===== config.mk =====
export PLATFORM = sky130hd
export DESIGN_NAME = i2c_cfg_target
export DESIGN_NICKNAME = d
export VERILOG_FILES = /design/src/rtl/i2c_cfg_pkg.sv /design/src/rtl/i2c_cfg_sync.sv /design/src/rtl/i2c_cfg_regs.sv /design/src/rtl/i2c_cfg_target.sv
export SDC_FILE = /design/constraint.sdc
export NUM_CORES = 1
export LEC_CHECK = 0
export ABC_AREA = 1
export BUFFER_PORTS_ARGS = -buffer_cell sky130_fd_sc_hd__buf_2
export CORE_MARGIN = 1.5
export CORE_UTILIZATION = 30
export DETAILED_ROUTE_END_ITERATION = 8
export SYNTH_ARGS = -nofsm -noshare
export SYNTH_HDL_FRONTEND = slang
export SYNTH_HIERARCHICAL = 1
export SYNTH_SLANG_ARGS = --single-unit

===== constraint.sdc =====
create_clock -name clk -period 2.3 [get_ports clk]
set_input_delay 0.115 -clock clk [delete_from_list [all_inputs] [get_ports clk]]
set_output_delay 0.115 -clock clk [all_outputs]
set_load 0.01 [all_outputs]

===== src/rtl/i2c_cfg_pkg.sv =====
package i2c_cfg_pkg;
  localparam int BYTE_W = 8;

  typedef enum logic [3:0] {
    ST_IDLE,
    ST_ADDR,
    ST_ADDR_ACK,
    ST_PTR,
    ST_PTR_ACK,
    ST_WDATA,
    ST_WACK,
    ST_RLOAD,
    ST_RDATA,
    ST_RACK
  } tgt_state_e;
endpackage


===== src/rtl/i2c_cfg_sync.sv =====
module i2c_cfg_sync #(
  parameter int STAGES = 2
) (
  input  logic clk,
  input  logic rst_n,
  input  logic scl_in,
  input  logic sda_in,
  output logic scl_s,
  output logic sda_s,
  output logic scl_rise,
  output logic scl_fall,
  output logic start_det,
  output logic stop_det
);
  logic [STAGES-1:0] scl_ff;
  logic [STAGES-1:0] sda_ff;
  logic              scl_d;
  logic              sda_d;

  always_ff @(posedge clk) begin
    if (!rst_n) begin
      scl_ff <= '1;
      sda_ff <= '1;
      scl_d  <= 1'b1;
      sda_d  <= 1'b1;
    end else begin
      scl_ff <= {scl_ff[STAGES-2:0], scl_in};
      sda_ff <= {sda_ff[STAGES-2:0], sda_in};
      scl_d  <= scl_ff[STAGES-1];
      sda_d  <= sda_ff[STAGES-1];
    end
  end

  assign scl_s     = scl_ff[STAGES-1];
  assign sda_s     = sda_ff[STAGES-1];
  assign scl_rise  = scl_s & ~scl_d;
  assign scl_fall  = ~scl_s & scl_d;
  // data edge while clock stays high marks a bus condition
  assign start_det = scl_s & scl_d & sda_d & ~sda_s;
  assign stop_det  = scl_s & scl_d & ~sda_d & sda_s;
endmodule


===== src/rtl/i2c_cfg_regs.sv =====
module i2c_cfg_regs #(
  parameter int NUM_REGS = 8,
  parameter int DATA_W   = 8,
  localparam int IDX_W   = (NUM_REGS > 1) ? $clog2(NUM_REGS) : 1
) (
  input  logic                       clk,
  input  logic                       rst_n,
  input  logic                       we,
  input  logic [IDX_W-1:0]           widx,
  input  logic [DATA_W-1:0]          wdata,
  input  logic [IDX_W-1:0]           ridx,
  output logic [DATA_W-1:0]          rdata,
  output logic [NUM_REGS*DATA_W-1:0] q_flat
);
  logic [DATA_W-1:0] q_r [NUM_REGS];

  for (genvar i = 0; i < NUM_REGS; i++) begin : g_reg
    always_ff @(posedge clk) begin
      if (!rst_n) begin
        q_r[i] <= '0;
      end else if (we && widx == IDX_W'(i)) begin
        q_r[i] <= wdata;
      end
    end
    assign q_flat[i*DATA_W +: DATA_W] = q_r[i];

    // a write strobe for this entry lands on its output next cycle
    p_write_lands_r4: assert property (@(posedge clk) disable iff (!rst_n)
      (we && widx == IDX_W'(i)) |=> (q_flat[i*DATA_W +: DATA_W] == $past(wdata)));
  end

  always_comb begin
    rdata = '0;
    for (int k = 0; k < NUM_REGS; k++) begin
      if (ridx == IDX_W'(k)) rdata = q_r[k];
    end
  end
endmodule


===== src/rtl/i2c_cfg_target.sv =====
module i2c_cfg_target
  import i2c_cfg_pkg::*;
#(
  parameter int          NUM_REGS    = 8,
  parameter int          SYNC_STAGES = 2,
  parameter logic [4:0]  DEV_ID_HI   = 5'b10110,
  localparam int         IDX_W       = (NUM_REGS > 1) ? $clog2(NUM_REGS) : 1,
  localparam int         OUT_W       = NUM_REGS * BYTE_W
) (
  input  logic             clk,
  input  logic             rst_n,
  input  logic             scl_in,
  input  logic             sda_in,
  output logic             sda_pull,
  input  logic [1:0]       addr_strap,
  output logic [OUT_W-1:0] cfg_q
);
  logic scl_s, sda_s, scl_rise, scl_fall, start_det, stop_det;

  i2c_cfg_sync #(.STAGES(SYNC_STAGES)) u_sync (
    .clk(clk), .rst_n(rst_n), .scl_in(scl_in), .sda_in(sda_in),
    .scl_s(scl_s), .sda_s(sda_s), .scl_rise(scl_rise), .scl_fall(scl_fall),
    .start_det(start_det), .stop_det(stop_det)
  );

  tgt_state_e        state;
  logic [3:0]        bit_cnt;
  logic [BYTE_W-1:0] rx_sh;
  logic [BYTE_W-1:0] tx_sh;
  logic              rw_bit;
  logic              mst_ack;
  logic [IDX_W-1:0]  ptr;
  logic              wr_en;
  logic [BYTE_W-1:0] rd_data;
  logic              byte_done;

  function automatic logic [IDX_W-1:0] ptr_step(input logic [IDX_W-1:0] p);
    return (p == IDX_W'(NUM_REGS - 1)) ? '0 : p + 1'b1;
  endfunction

  assign byte_done = scl_fall && (bit_cnt == 4'd8) && !start_det && !stop_det;
  assign wr_en     = (state == ST_WDATA) && byte_done;

  i2c_cfg_regs #(.NUM_REGS(NUM_REGS), .DATA_W(BYTE_W)) u_regs (
    .clk(clk), .rst_n(rst_n), .we(wr_en), .widx(ptr), .wdata(rx_sh),
    .ridx(ptr), .rdata(rd_data), .q_flat(cfg_q)
  );

  always_ff @(posedge clk) begin
    if (!rst_n) begin
      state    <= ST_IDLE;
      bit_cnt  <= '0;
      rx_sh    <= '0;
      tx_sh    <= '0;
      rw_bit   <= 1'b0;
      mst_ack  <= 1'b0;
      ptr      <= '0;
      sda_pull <= 1'b0;
    end else if (start_det) begin
      state    <= ST_ADDR;
      bit_cnt  <= '0;
      sda_pull <= 1'b0;
    end else if (stop_det) begin
      state    <= ST_IDLE;
      bit_cnt  <= '0;
      sda_pull <= 1'b0;
    end else begin
      unique case (state)
        ST_ADDR, ST_PTR, ST_WDATA: begin
          if (scl_rise) begin
            rx_sh   <= {rx_sh[BYTE_W-2:0], sda_s};
            bit_cnt <= bit_cnt + 1'b1;
          end else if (byte_done) begin
            bit_cnt <= '0;
            if (state == ST_ADDR) begin
              if (rx_sh[7:1] == {DEV_ID_HI, addr_strap}) begin
                rw_bit   <= rx_sh[0];
                sda_pull <= 1'b1;
                state    <= ST_ADDR_ACK;
              end else begin
                state <= ST_IDLE;
              end
            end else if (state == ST_PTR) begin
              ptr      <= rx_sh[IDX_W-1:0];
              sda_pull <= 1'b1;
              state    <= ST_PTR_ACK;
            end else begin
              ptr      <= ptr_step(ptr);
              sda_pull <= 1'b1;
              state    <= ST_WACK;
            end
          end
        end
        ST_ADDR_ACK: begin
          if (scl_fall) begin
            sda_pull <= 1'b0;
            state    <= rw_bit ? ST_RLOAD : ST_PTR;
          end
        end
        ST_PTR_ACK, ST_WACK: begin
          if (scl_fall) begin
            sda_pull <= 1'b0;
            state    <= ST_WDATA;
          end
        end
        ST_RLOAD: begin
          tx_sh    <= rd_data;
          sda_pull <= ~rd_data[BYTE_W-1];
          bit_cnt  <= '0;
          state    <= ST_RDATA;
        end
        ST_RDATA: begin
          if (scl_fall) begin
            if (bit_cnt == 4'd7) begin
              sda_pull <= 1'b0;
              bit_cnt  <= '0;
              state    <= ST_RACK;
            end else begin
              tx_sh    <= {tx_sh[BYTE_W-2:0], 1'b0};
              sda_pull <= ~tx_sh[BYTE_W-2];
              bit_cnt  <= bit_cnt + 1'b1;
            end
          end
        end
        ST_RACK: begin
          if (scl_rise) begin
            mst_ack <= ~sda_s;
          end else if (scl_fall) begin
            if (mst_ack) begin
              ptr   <= ptr_step(ptr);
              state <= ST_RLOAD;
            end else begin
              state <= ST_IDLE;
            end
          end
        end
        default: state <= ST_IDLE;
      endcase
    end
  end

  // the data line is only moved while the clock is low
  p_sda_scl_low_r10: assert property (@(posedge clk) disable iff (!rst_n)
    (sda_pull != $past(sda_pull)) |-> (!scl_s || $past(start_det) || $past(stop_det)));

  // an idle target never holds the data line
  p_idle_released_r9: assert property (@(posedge clk) disable iff (!rst_n)
    (state == ST_IDLE) |-> !sda_pull);

  // every START restarts address reception
  p_start_to_addr_r2: assert property (@(posedge clk) disable iff (!rst_n)
    start_det |=> (state == ST_ADDR));

  // after a bus condition no write strobe follows
  p_cut_no_write_r6: assert property (@(posedge clk) disable iff (!rst_n)
    (start_det || stop_det) |=> !wr_en);

  // the pointer steps with wrap after each stored byte
  p_ptr_wrap_r5: assert property (@(posedge clk) disable iff (!rst_n)
    wr_en |=> (ptr == (($past(ptr) == IDX_W'(NUM_REGS - 1)) ? '0 : $past(ptr) + 1'b1)));
endmodule


Yosys cells after proc, flatten, opt, wreduce, memory -nomap -nowiden. Memories as Yosys holds them, arrays and structs flattened. Index checks and enable logic that the tools add are counted.

Memory bits (writable): 64. Register bits: 35. Bits of input ports: 6. Output and inout port bits: 65. Word-level logic and storage cells: 196. Memories: 1.

Memory list: u_regs.q_r (depth 8, bits a word 8, read ports 8, clocked after memory_dff 0, wr ports 8, line i2c_cfg_regs.sv:15) `logic [DATA_W-1:0] q_r [NUM_REGS];`.

Eq/ne operators: 41. $add $sub $neg: 2. Bitwise operators: 25. Multiplexer cells: 82. Reductions and logical operators: 32.

Operator list (number): two-way mux 8 bit (16); two-way mux 4 bit (13); two-way mux 1 bit (34); != test 4 bit, second input constant (8); two-way mux 3 bit (10); case mux 4 bit (6 select lines) (1); != test 2 bit, second input constant (11); == test 4 x 3 -> 1 bit, second input constant (5); AND reduction 8 bit (2); two-way mux 7 bit (2); case mux 7 bit (2 select lines) (1); == test 3 bit, second input constant (4); == test 4 bit, second input constant (3); logical AND 1 bit (12); case mux 4 bit (3 select lines) (1); inverter 1 bit (10); AND reduction 9 bit (1); OR reduction 3 bit (3); == test 4 x 2 -> 1 bit, second input constant (2); OR 1 bit (8); AND reduction 4 bit (2); AND 1 bit (7); == test 7 bit (1); AND reduction 7 bit (1); other kinds (19) (24).

Logic depth before layout (Yosys ltp). Gate-level depths: netlist (run 1).

Depth after elaboration: 12. Gate-level depth with buffers: 12. Gate-level depth less buffers: 12.

By module. Netlist (run 1), hierarchy kept.

By module, submodules not included: i2c_cfg_regs (instances 1, seq. area each 1921.8 sq um, area each 3002.9 sq um, cells each 283); i2c_cfg_target (instances 1, seq. area each 580.6 sq um, area each 1871.8 sq um, cells each 299); i2c_cfg_sync (instances 1, seq. area each 120.1 sq um, area each 198.9 sq um, cells each 27).

Worst setup path before layout (run 1). Ideal clock, no wire load.

Kind: register to register. From: register u_sync.scl_d. To: memory u_regs.q_r[7][0], in the netlist u_regs/q_r[1][24], enable pin. Buffers on the path: 0. Arrival: 1.854 ns. Library setup time: 0.384 ns. Clock period less this slack: 2.238 ns. Stages on the path, launching flop included: 9. Required time: 1.916 ns. Path slack: 0.062 ns. Cell sequence: dfxtp_1 inv_1 nor2_1 nand2_1 inv_1 nand3_2 nor2_1 nand2_1 o21ai_0.

RTL lines: start: declaration (line i2c_cfg_sync.sv:17) `logic scl_d;`; start signal: assignment (line i2c_cfg_sync.sv:29) `scl_d <= scl_ff[STAGES-1];`; end: declaration (line i2c_cfg_regs.sv:15).

==> results of run 1 <==
[cell type report]
| type | instances | area [µm²] |
|---|---|---|
| fillers | 1716 | 10530 |
| repair buffers | 81 | 450.4 |
| multi-input cells | 422 | 2071 |
| flip-flops and latches | 99 | 2623 |
| clock buffers | 12 | 246.5 |
| clock inverters | 4 | 31.28 |
| inverters | 75 | 294.0 |
| well taps | 220 | 275.3 |
[power by group]
group	leakage [nW]	internal (mW)	switching [mW]
Clock	0.138	0.772	0.652
Combinational	1.39	0.418	0.924
Sequential	0.944	1.97	0.124
[metal layers]
metal	vias to the layer above	routed length (µm)	global-route usage (%)
li1	2163	-	-
met1	2027	6556	22.72
met2	121	6225	24.05
met3	15	733	2.069
met4	0	245	6.044
met5	-	0	0
[per-stage QoR]
step / hold slack [ps] / worst slack, ps
after floorplan: 183.7 / 62.00
after global placement: 307.0 / 291.5
after detailed placement: 295.7 / 267.8
after CTS: 161.6 / 253.8
after global routing: 181.5 / 24.59
final: 162.7 / 273.4
[worst max path at each step]
stage | start | endpoint | slack [ps] | cells past startpoint
finish | u_sync/scl_d | u_regs/q_r[0][28] | 270 | 10
CTS | u_sync/sda_ff[1] | u_regs/q_r[0][25] | 250 | 10
detailed placement | u_sync/sda_ff[1] | u_regs/q_r[0][25] | 270 | 10
global route | ptr[1] | sda_pull | 20 | 10
floorplan | u_sync/scl_d | u_regs/q_r[1][24] | 60 | 8
global placement | u_sync/scl_d | u_regs/q_r[0][10] | 290 | 10
[critical path: stages, from the launching register on]
cell     delay (ps)
dfxtp_1         340
inv_1            40
nor2_1          180
nand2_1          80
inv_1            70
nand3_2         130
nor2_1          200
inv_1           100
nor2_4          210
nand2_1          80
nand2_1         260
[sequential cells by signal, indices dropped and copies added (netlist names)]
signal,count
ptr,3
tx_sh,7
mst_ack,1
rw_bit,1
rx_sh,8
state,4
bit_cnt,4
u_sync/scl_d,1
u_sync/sda_ff,2
sda_pull,1
u_regs/q_r,64
u_sync/scl_ff,2
u_sync/sda_d,1
[cells in the final DEF, fill, tap and decap left out, types with 2 or more instances in the layout]
master	instances
buf_4	8
clkbuf_16	9
nand2_4	3
nand2_2	8
nor2_1	135
ha_1	4
nand3_1	28
inv_2	5
o21ai_0	21
nor2_2	9
nor2_8	2
nand4_1	44
inv_6	3
nand3_2	7
dlygate4sd3_1	2
o21ai_1	3
dfxtp_1	35
edfxtp_1	64
buf_2	70
a21oi_1	22
clkbuf_1	2
nor3_4	3
inv_1	67
nand2_1	123
nor2_4	5
[cell families after synthesis]
| logic type | Yosys count |
|---|---|
| simple gates | 368 |
| flops | 99 |
| xor+xnor | 2 |
| fa+ha+maj | 4 |
| buf+inv | 88 |
| compound gates | 48 |
==> run metrics, run 1 <==
clock tree from TritonCTS yes; R2R setup slack 270 ps; simple-gate portion of the synthesized area 34.62%; most frequent cells after synthesis nor2_1, nand2_1, inv_1; Max clock buf depth 2; drc violations 0; H-tree depth 3; WL/cell 15.07 µm; Final Skew 7.688 ps; final hold viol count 0; synth top area cells edfxtp_1, dfxtp_1, nor2_1; Slew @ Worst Pin 612.9 ps; Netlist Area Pre-Place 5074 µm²; mux cell area share after synthesis 0%; Worst R2R Start u_sync/scl_d; Finished Core Util 36.25%; RSZ-0062 raised after global routing no; post-synthesis adder-cell area fraction 0.9864%; Max Freq 493.4 MHz; most frequent cell after synthesis nor2_1; Die ar. 17700 µm²; Critical R2R Capture u_regs/q_r[0][28]; number of I/O pins 71; die span in y 133.0 µm; CP max FO 8; pin count of the biggest net entering global routing 36; placeable core area 16520 µm²; Routed WL 13760 µm; Sink Count 99; max-cap viol count 0; prevailing post-synth register cell edfxtp_1; sequential share of the synthesized area 51.69%; row count 47; Worst IR Drop VDD 0.0005046 V; DR vias/cell 4.738; DRT iter0 DRCs 444; TNS Setup 0 ps; CTS Buf Count 9; Port-buffer cells 70; First-pass DRT Iterations 5; vias in the first global route 3882; Min-Delay Endpoint u_sync/scl_ff[0]; Post CTS Setup Buffer Count 0; compound-cell area share of the yosys netlist 4.858%; Async SR Flop Fraction 0%; Avg Inst Size Synth 8.331 µm²; largest family of logic cells by synthesized area simple AND/OR/NAND/NOR gates; outcome completed; die width 133.0 µm; slew margin rel. 59.08%; Post-synth EDFFs 64; final setup vio count 0; Syn. warnings 6; largest area contributor in the netlist edfxtp_1; post-synthesis net count 619; RePlAce Congestion 0.8592; ANT cells 0; Yosys reg bits 99; Hold Path Depth 2; post-CTS resize count 0; global-route wire length before repair 21180 µm; HPWL Detailed 10320 µm; Setup crit start kind register; Worst EP required 2320 ps; Inst Count DP 895; leakage 2.471 nW; Cell Pwr Density 811.6 nW/µm²; R2R cell count 10; final-stage net count 698; global route overflow 0; Worst setup EP type register; min-delay src rst_n; final cell count without fillers 913; Slew Viols, Final 0; min-delay worst type in2reg; Mapped Cells 609; area grow syn2layout 18.08%; Distinct cells, synth 33; Initial Utilization 30.70%; Placed Instance Area 5693 µm²; post-synth top area share 37.88%; minimum clock period 2027 ps; Setup Crit Path Kind reg2reg; Final ANT Viol Nets 0; post-synthesis xor/xnor area fraction 0.3453%; layout cells sized above 1 19.91%; Post-CTS Hold Fix Bufs 2; antenna violations before repair 0; arrival time of the worst setup path 2040 ps; via count 4326; total power 4.862 mW; Clock transition at path regs 70 ps; clk_lat worst skew 340 ps; all-layer global routing usage 15.76%; Root Driver clkbuf_16; Post-Layout Inst Area 5991 µm²; Period Utilization, post-route 88.11%
No activity file was read; power rests on OpenSTA's default activity.
==> inputs of run 2 (changes only) <==
--- a/config.mk
+++ b/config.mk
@@ -5,7 +5,6 @@
 export SDC_FILE = /design/constraint.sdc
 export NUM_CORES = 1
 export LEC_CHECK = 0
-export ABC_AREA = 1
 export BUFFER_PORTS_ARGS = -buffer_cell sky130_fd_sc_hd__buf_2
 export CORE_MARGIN = 1.5
 export CORE_UTILIZATION = 30
==> run metrics, run 2 <==
Routed WL 14180 µm; Final Skew 9.745 ps; most frequent cells after synthesis edfxtp_1, nor3_1, dfxtp_1; prevailing post-synth register cell edfxtp_1; Distinct cells, synth 60; Int Power 2.922 mW; Min Hold Slack 150.7 ps; Setup crit start kind register; outcome completed; minimum clock period 2210 ps; CTS Buf Count 9; CP max stage delay 380 ps; largest area contributor in the netlist edfxtp_1; Flop pwr share 52.2%; slew margin rel. 63.42%; Clock power frac 41.3%; Slew @ Worst Pin 546.7 ps; Layout fillers 1577; Root Driver clkbuf_16; row count 46; synth top area cells edfxtp_1, dfxtp_1, mux4_1; Initial Utilization 30.73%; Port-buffer cells 70; all-layer global routing usage 17.13%; RSZ-0062 raised after global routing yes; die width 130.6 µm; global route overflow 0; Netlist Area Pre-Place 4882 µm²; max-cap viol count 0; TNS Setup 0 ps; Period Utilization, post-route 96.08%; Sink Count 99; leakage 2.116 nW; ANT cells 0; Mapped Cells 413; Syn. warnings 6; final cell count without fillers 726; vias in the first global route 3750; total power 3.831 mW; Placed Instance Area 5679 µm²; min-delay worst type in2reg; DR vias/cell 5.311; Psw 0.9093 mW; largest registers u_regs/q_r (64), rx_sh (8), tx_sh (7); DRT iter0 DRCs 315; Setup Crit Path Kind reg2reg; Post CTS Setup Buffer Count 0; most common cell after layout, fill and taps aside buf_2; Crit-path slowest cell dfxtp_1; CP max FO 5; Max clock buf depth 2; Async SR Flop Fraction 0%; post-synthesis net count 423; pin count of the biggest net entering global routing 33; area grow syn2layout 23.40%; worst path cell trace and4b_1 > nor2_2 > and4_1 > and4b_2 > nand2b_1 > o21ai_1 > buf_4; Gate power share 6.5%; delay-heaviest family, CP simple AND/OR/NAND/NOR gates; arrival time of the worst setup path 2280 ps; Max Freq 452.5 MHz; post-synth top area share 39.36%; commonest non-fill, non-tap cells in the layout buf_2, edfxtp_1, nor3_1; Worst setup EP type register; global-route wire length before repair 21430 µm; Cell Pwr Density 636.0 nW/µm²; clk_lat worst skew 360 ps; Final ANT Viol Nets 0; Worst IR Drop VDD 0.0003270 V; crit path buf inv count 1; clock tree from TritonCTS yes; HPWL Detailed 10440 µm; number of flip-flops in the largest register 64; Inst Count DP 708; die span in y 130.6 µm; H-tree depth 3; final hold viol count 0; RePlAce Congestion 0.8291; number of I/O pins 71; Die ar. 17050 µm²; Yosys reg bits 99; layout cells sized above 1 29.41%; drc violations 0; final setup vio count 0; placeable core area 15890 µm²; final-stage net count 515; Worst EP required 2370 ps; Post-Layout Inst Area 6025 µm²; WL/cell 19.53 µm; Net Sw Frac 23.73%; Biggest register u_regs/q_r; sequential share of the synthesized area 53.72%; antenna violations before repair 0; Post-synth EDFFs 64; via count 3856; Avg Inst Size Synth 11.82 µm²; First-pass DRT Iterations 7; Clock transition at path regs 70 ps; Slew Viols, Final 0; most frequent cell after synthesis edfxtp_1
## run 2: through the flow
stage | util, % | worst slack, ps
finish | 37.93 | 90.16
CTS | 37.82 | 21.94
detailed placement | 35.75 | 33.30
floorplan | - | -202.4
global route | 37.93 | -20.05
global placement | 35.75 | 18.57
## run 2: worst register-to-register path, cell delays in order (launching register included)
cell and delay (ps):
dfxtp_1 380, and4b_1 270, nor2_2 140, and4_1 250
and4b_2 320, nand2b_1 160, o21ai_1 240, buf_4 180
## run 2: layer usage
layer / up-vias / part of all wire [%] / GRT usage, %
met1: 1933 / 44 / 21.55
met5: - / 0 / 0
li1: 1793 / - / -
met3: 18 / 4.5 / 3.787
met4: 0 / 1.9 / 5.753
met2: 112 / 50 / 29.26
## run 2: cell type report
| type | instances | area [µm²] | share of cell area, % |
|---|---|---|---|
| timing repair buffer | 111 | 700.7 | 11.63 |
| tap | 216 | 270.3 | 4.486 |
| clock buffer | 9 | 225.2 | 3.738 |
| clock inverter | 7 | 82.58 | 1.371 |
| multi-input combinational | 270 | 2069 | 34.35 |
| sequential | 99 | 2624 | 43.55 |
| inverter | 14 | 52.55 | 0.8723 |
## run 2: logic make-up (layout without fill, tap and decap cells)
kind of cell               after synthesis  count (layout)  share of synthesized area, %
AOI/OAI and AO/OA                       60              60                         9.124
xor gates and xnor gates                 2               2                        0.3589
adders and majority gates                4               4                         1.025
buffers and inverters                   44             141                         4.459
DFF                                     99              99                         53.72
muxes                                   34              34                         12.43
and+or+nand+nor                        170             170                         18.89
## run 2: timing repair
item                                    4_1_cts  5_1_grt
gates resized for setup                       1        9
endpoints found under the setup margin        5       69
pin swaps                                     0        1
hold buffers                                  2        0
cloned                                        0        0
endpoints found under the hold margin         2        0
## run 2: final timing paths
kind,depth (start not counted),endpoint,slack [ps],from
worst max-delay path,7,u_regs/q_r[0][29],90,u_sync/sda_ff[1]
worst min register to register,1,u_sync/sda_ff[1],420,u_sync/sda_ff[0]
worst max register to register,7,u_regs/q_r[0][29],90,u_sync/sda_ff[1]
worst min-delay path,2,u_sync/sda_ff[0],150,rst_n
## run 2: power groups by stage
stage | Combinational (mW) | Sequential [mW] | Clock [mW]
floorplan | 0.0919 | 2.05 | 0
global placement | 0.241 | 2.04 | 0
detailed placement | 0.246 | 2.04 | 0
CTS | 0.249 | 2.00 | 1.61
global route | 0.268 | 2.00 | 1.67
finish | 0.249 | 2.00 | 1.58
==> inputs of run 3 (changes only) <==
--- a/config.mk
+++ b/config.mk
@@ -7,8 +7,9 @@
 export LEC_CHECK = 0
 export BUFFER_PORTS_ARGS = -buffer_cell sky130_fd_sc_hd__buf_2
 export CORE_MARGIN = 1.5
-export CORE_UTILIZATION = 30
+export CORE_UTILIZATION = 52
 export DETAILED_ROUTE_END_ITERATION = 8
+export PLACE_DENSITY = 0.77
 export SYNTH_ARGS = -nofsm -noshare
 export SYNTH_HDL_FRONTEND = slang
 export SYNTH_HIERARCHICAL = 1
==> run metrics, run 3 (synthesis gave the netlist of run 2 again) <==
row count 35; DR vias/cell 6.264; Min Hold Slack 99.30 ps; M1 GR Usage 33.07%; CTS Buf Count 9; HPWL Detailed 8955 µm; outcome completed; Cell Pwr Density 579.8 nW/µm²; Max Freq 446.9 MHz; die span in y 99.90 µm; Psw 0.8366 mW; Final Skew 14.58 ps; ANT cells 0; number of I/O pins 71; Worst IR Drop VDD 0.0004146 V; clk_lat worst skew 380 ps; antenna violations before repair 0; Gate power share 7.3%; Period Utilization, post-route 97.29%; First-pass DRT Iterations 4; Slew @ Worst Pin 842.1 ps; Hold Path Depth 2; Placed Instance Area 5492 µm²; Flop pwr share 60.4%; global-route wire length before repair 19240 µm; WL/cell 20.04 µm; Root Driver clkbuf_8; Multi-input gate area 2054 µm²; Max clock buf depth 2; met3 GRT Util 4.248%; clock tree from TritonCTS yes; Initial Utilization 53.34%; Post CTS Setup Buffer Count 0; R2R cell count 7; GR Layer Usage met2 42.86%; final setup vio count 0; busiest layer in global routing met2; DRT iter0 DRCs 303; Worst setup EP type register; Biggest register u_regs/q_r; leakage 2.028 nW; number of flip-flops in the largest register 64; total power 3.303 mW; vias in the first global route 3623; Min-Delay Endpoint u_sync/sda_ff[0]; Clock power frac 32.4%; all-layer global routing usage 25.33%; register area 2623 µm²; R2R setup slack 60 ps; Sink Count 99; via count 3865; CP max FO 8; RSZ-0062 raised after global routing yes; Routed WL 12360 µm; final hold viol count 0; commonest non-fill, non-tap cells in the layout buf_2, edfxtp_1, nor3_1; Int Power 2.467 mW; slew margin rel. 43.68%; Setup crit start kind register; minimum clock period 2238 ps; arrival time of the worst setup path 2320 ps; max-cap viol count 0; Slew Viols, Final 0; Clock transition at path regs 90 ps; RePlAce Congestion 0.9374; die width 99.90 µm; Net Sw Frac 25.33%; H-tree depth 3; Layout fillers 699; min-delay src rst_n; Critical R2R Capture u_regs/q_r[1][9]; area grow syn2layout 16.68%; largest registers u_regs/q_r (64), rx_sh (8), tx_sh (7); Worst EP required 2380 ps; Port-buffer cells 70; Setup Crit Path Kind reg2reg; drc violations 0; placeable core area 9153 µm²; global route overflow 0; pin count of the biggest net entering global routing 33; Post-Layout Inst Area 5697 µm²; most common cell after layout, fill and taps aside buf_2; final-stage net count 511; Final ANT Viol Nets 0; Worst R2R Start u_sync/sda_ff[1]; layout cells sized above 1 27.67%; min-delay worst type in2reg; Die ar. 9979 µm²
-- run 3: cell types whose count changed in the layout (fill, tap and decap cells not counted), moves of 2 or more --
cell	change
clkbuf_16	-9
clkbuf_8	+9
o21ai_0	+4
o21ai_1	-3
buf_12	-2
buf_4	-2
inv_6	-2
-- run 3: through the flow --
| step | utilization, % | instances | worst slack (ps) | TNS (ps) |
|---|---|---|---|---|
| floorplan | - | 413 | -202.4 | -9846 |
| global placement | 60.00 | 599 | 120.3 | 0 |
| detailed placement | 60.00 | 599 | 69.58 | 0 |
| CTS | 62.21 | 617 | 31.02 | 0 |
| global route | 62.24 | 617 | -57.24 | -1354 |
| finish | 62.24 | 617 | 62.35 | 0 |
-- run 3: final cells by class --
cell class | count | share of cell area [%]
flip-flops and latches | 99 | 46.04
inverters | 14 | 0.9225
well taps | 111 | 2.438
repair buffers | 107 | 11.33
clock inverters | 6 | 0.9664
clock buffers | 10 | 2.240
multi-input cells | 270 | 36.06
-- run 3: layer usage --
metal  up-vias  share of wire (%)
met3        24                6.8
met5         -                  0
met4         0                2.3
met1      1885                 41
li1       1780                  -
met2       176                 50
-- run 3: worst max path at each step --
stage,startpoint,to,slack (ps)
2_1_floorplan,u_sync/sda_ff[1],u_regs/q_r[0][24],-200
3_3_place_gp,u_sync/sda_ff[1],u_regs/q_r[0][25],120
3_5_place_dp,u_sync/sda_ff[1],u_regs/q_r[0][25],70
4_1_cts,u_sync/sda_ff[1],u_regs/q_r[0][25],30
5_1_grt,u_sync/scl_ff[1],bit_cnt[2],-60
6_report,u_sync/sda_ff[1],u_regs/q_r[1][9],60
-- run 3: power by group through the flow --
stage,combinational [mW],clock [mW],sequential (mW)
after floorplan,0.0919,0,2.05
after global placement,0.229,0,2.03
after detailed placement,0.235,0,2.03
after CTS,0.239,1.08,1.99
after global routing,0.256,1.15,2.00
final,0.240,1.07,1.99
-- run 3: repair_timing --
item | CTS | global route
endpoints found under the hold margin | 2 | 0
resized for setup | 0 | 2
setup endpoints to repair | 0 | 50
hold buffers | 2 | 0
-- run 3: worst max-delay path, stage by stage (launching register included) --
cell and delay [ps]:
dfxtp_1 390, and4b_1 260, nor2_1 140, and4_1 230, and4b_1 320, nand2_1 170
o21ai_0 210, buf_4 220
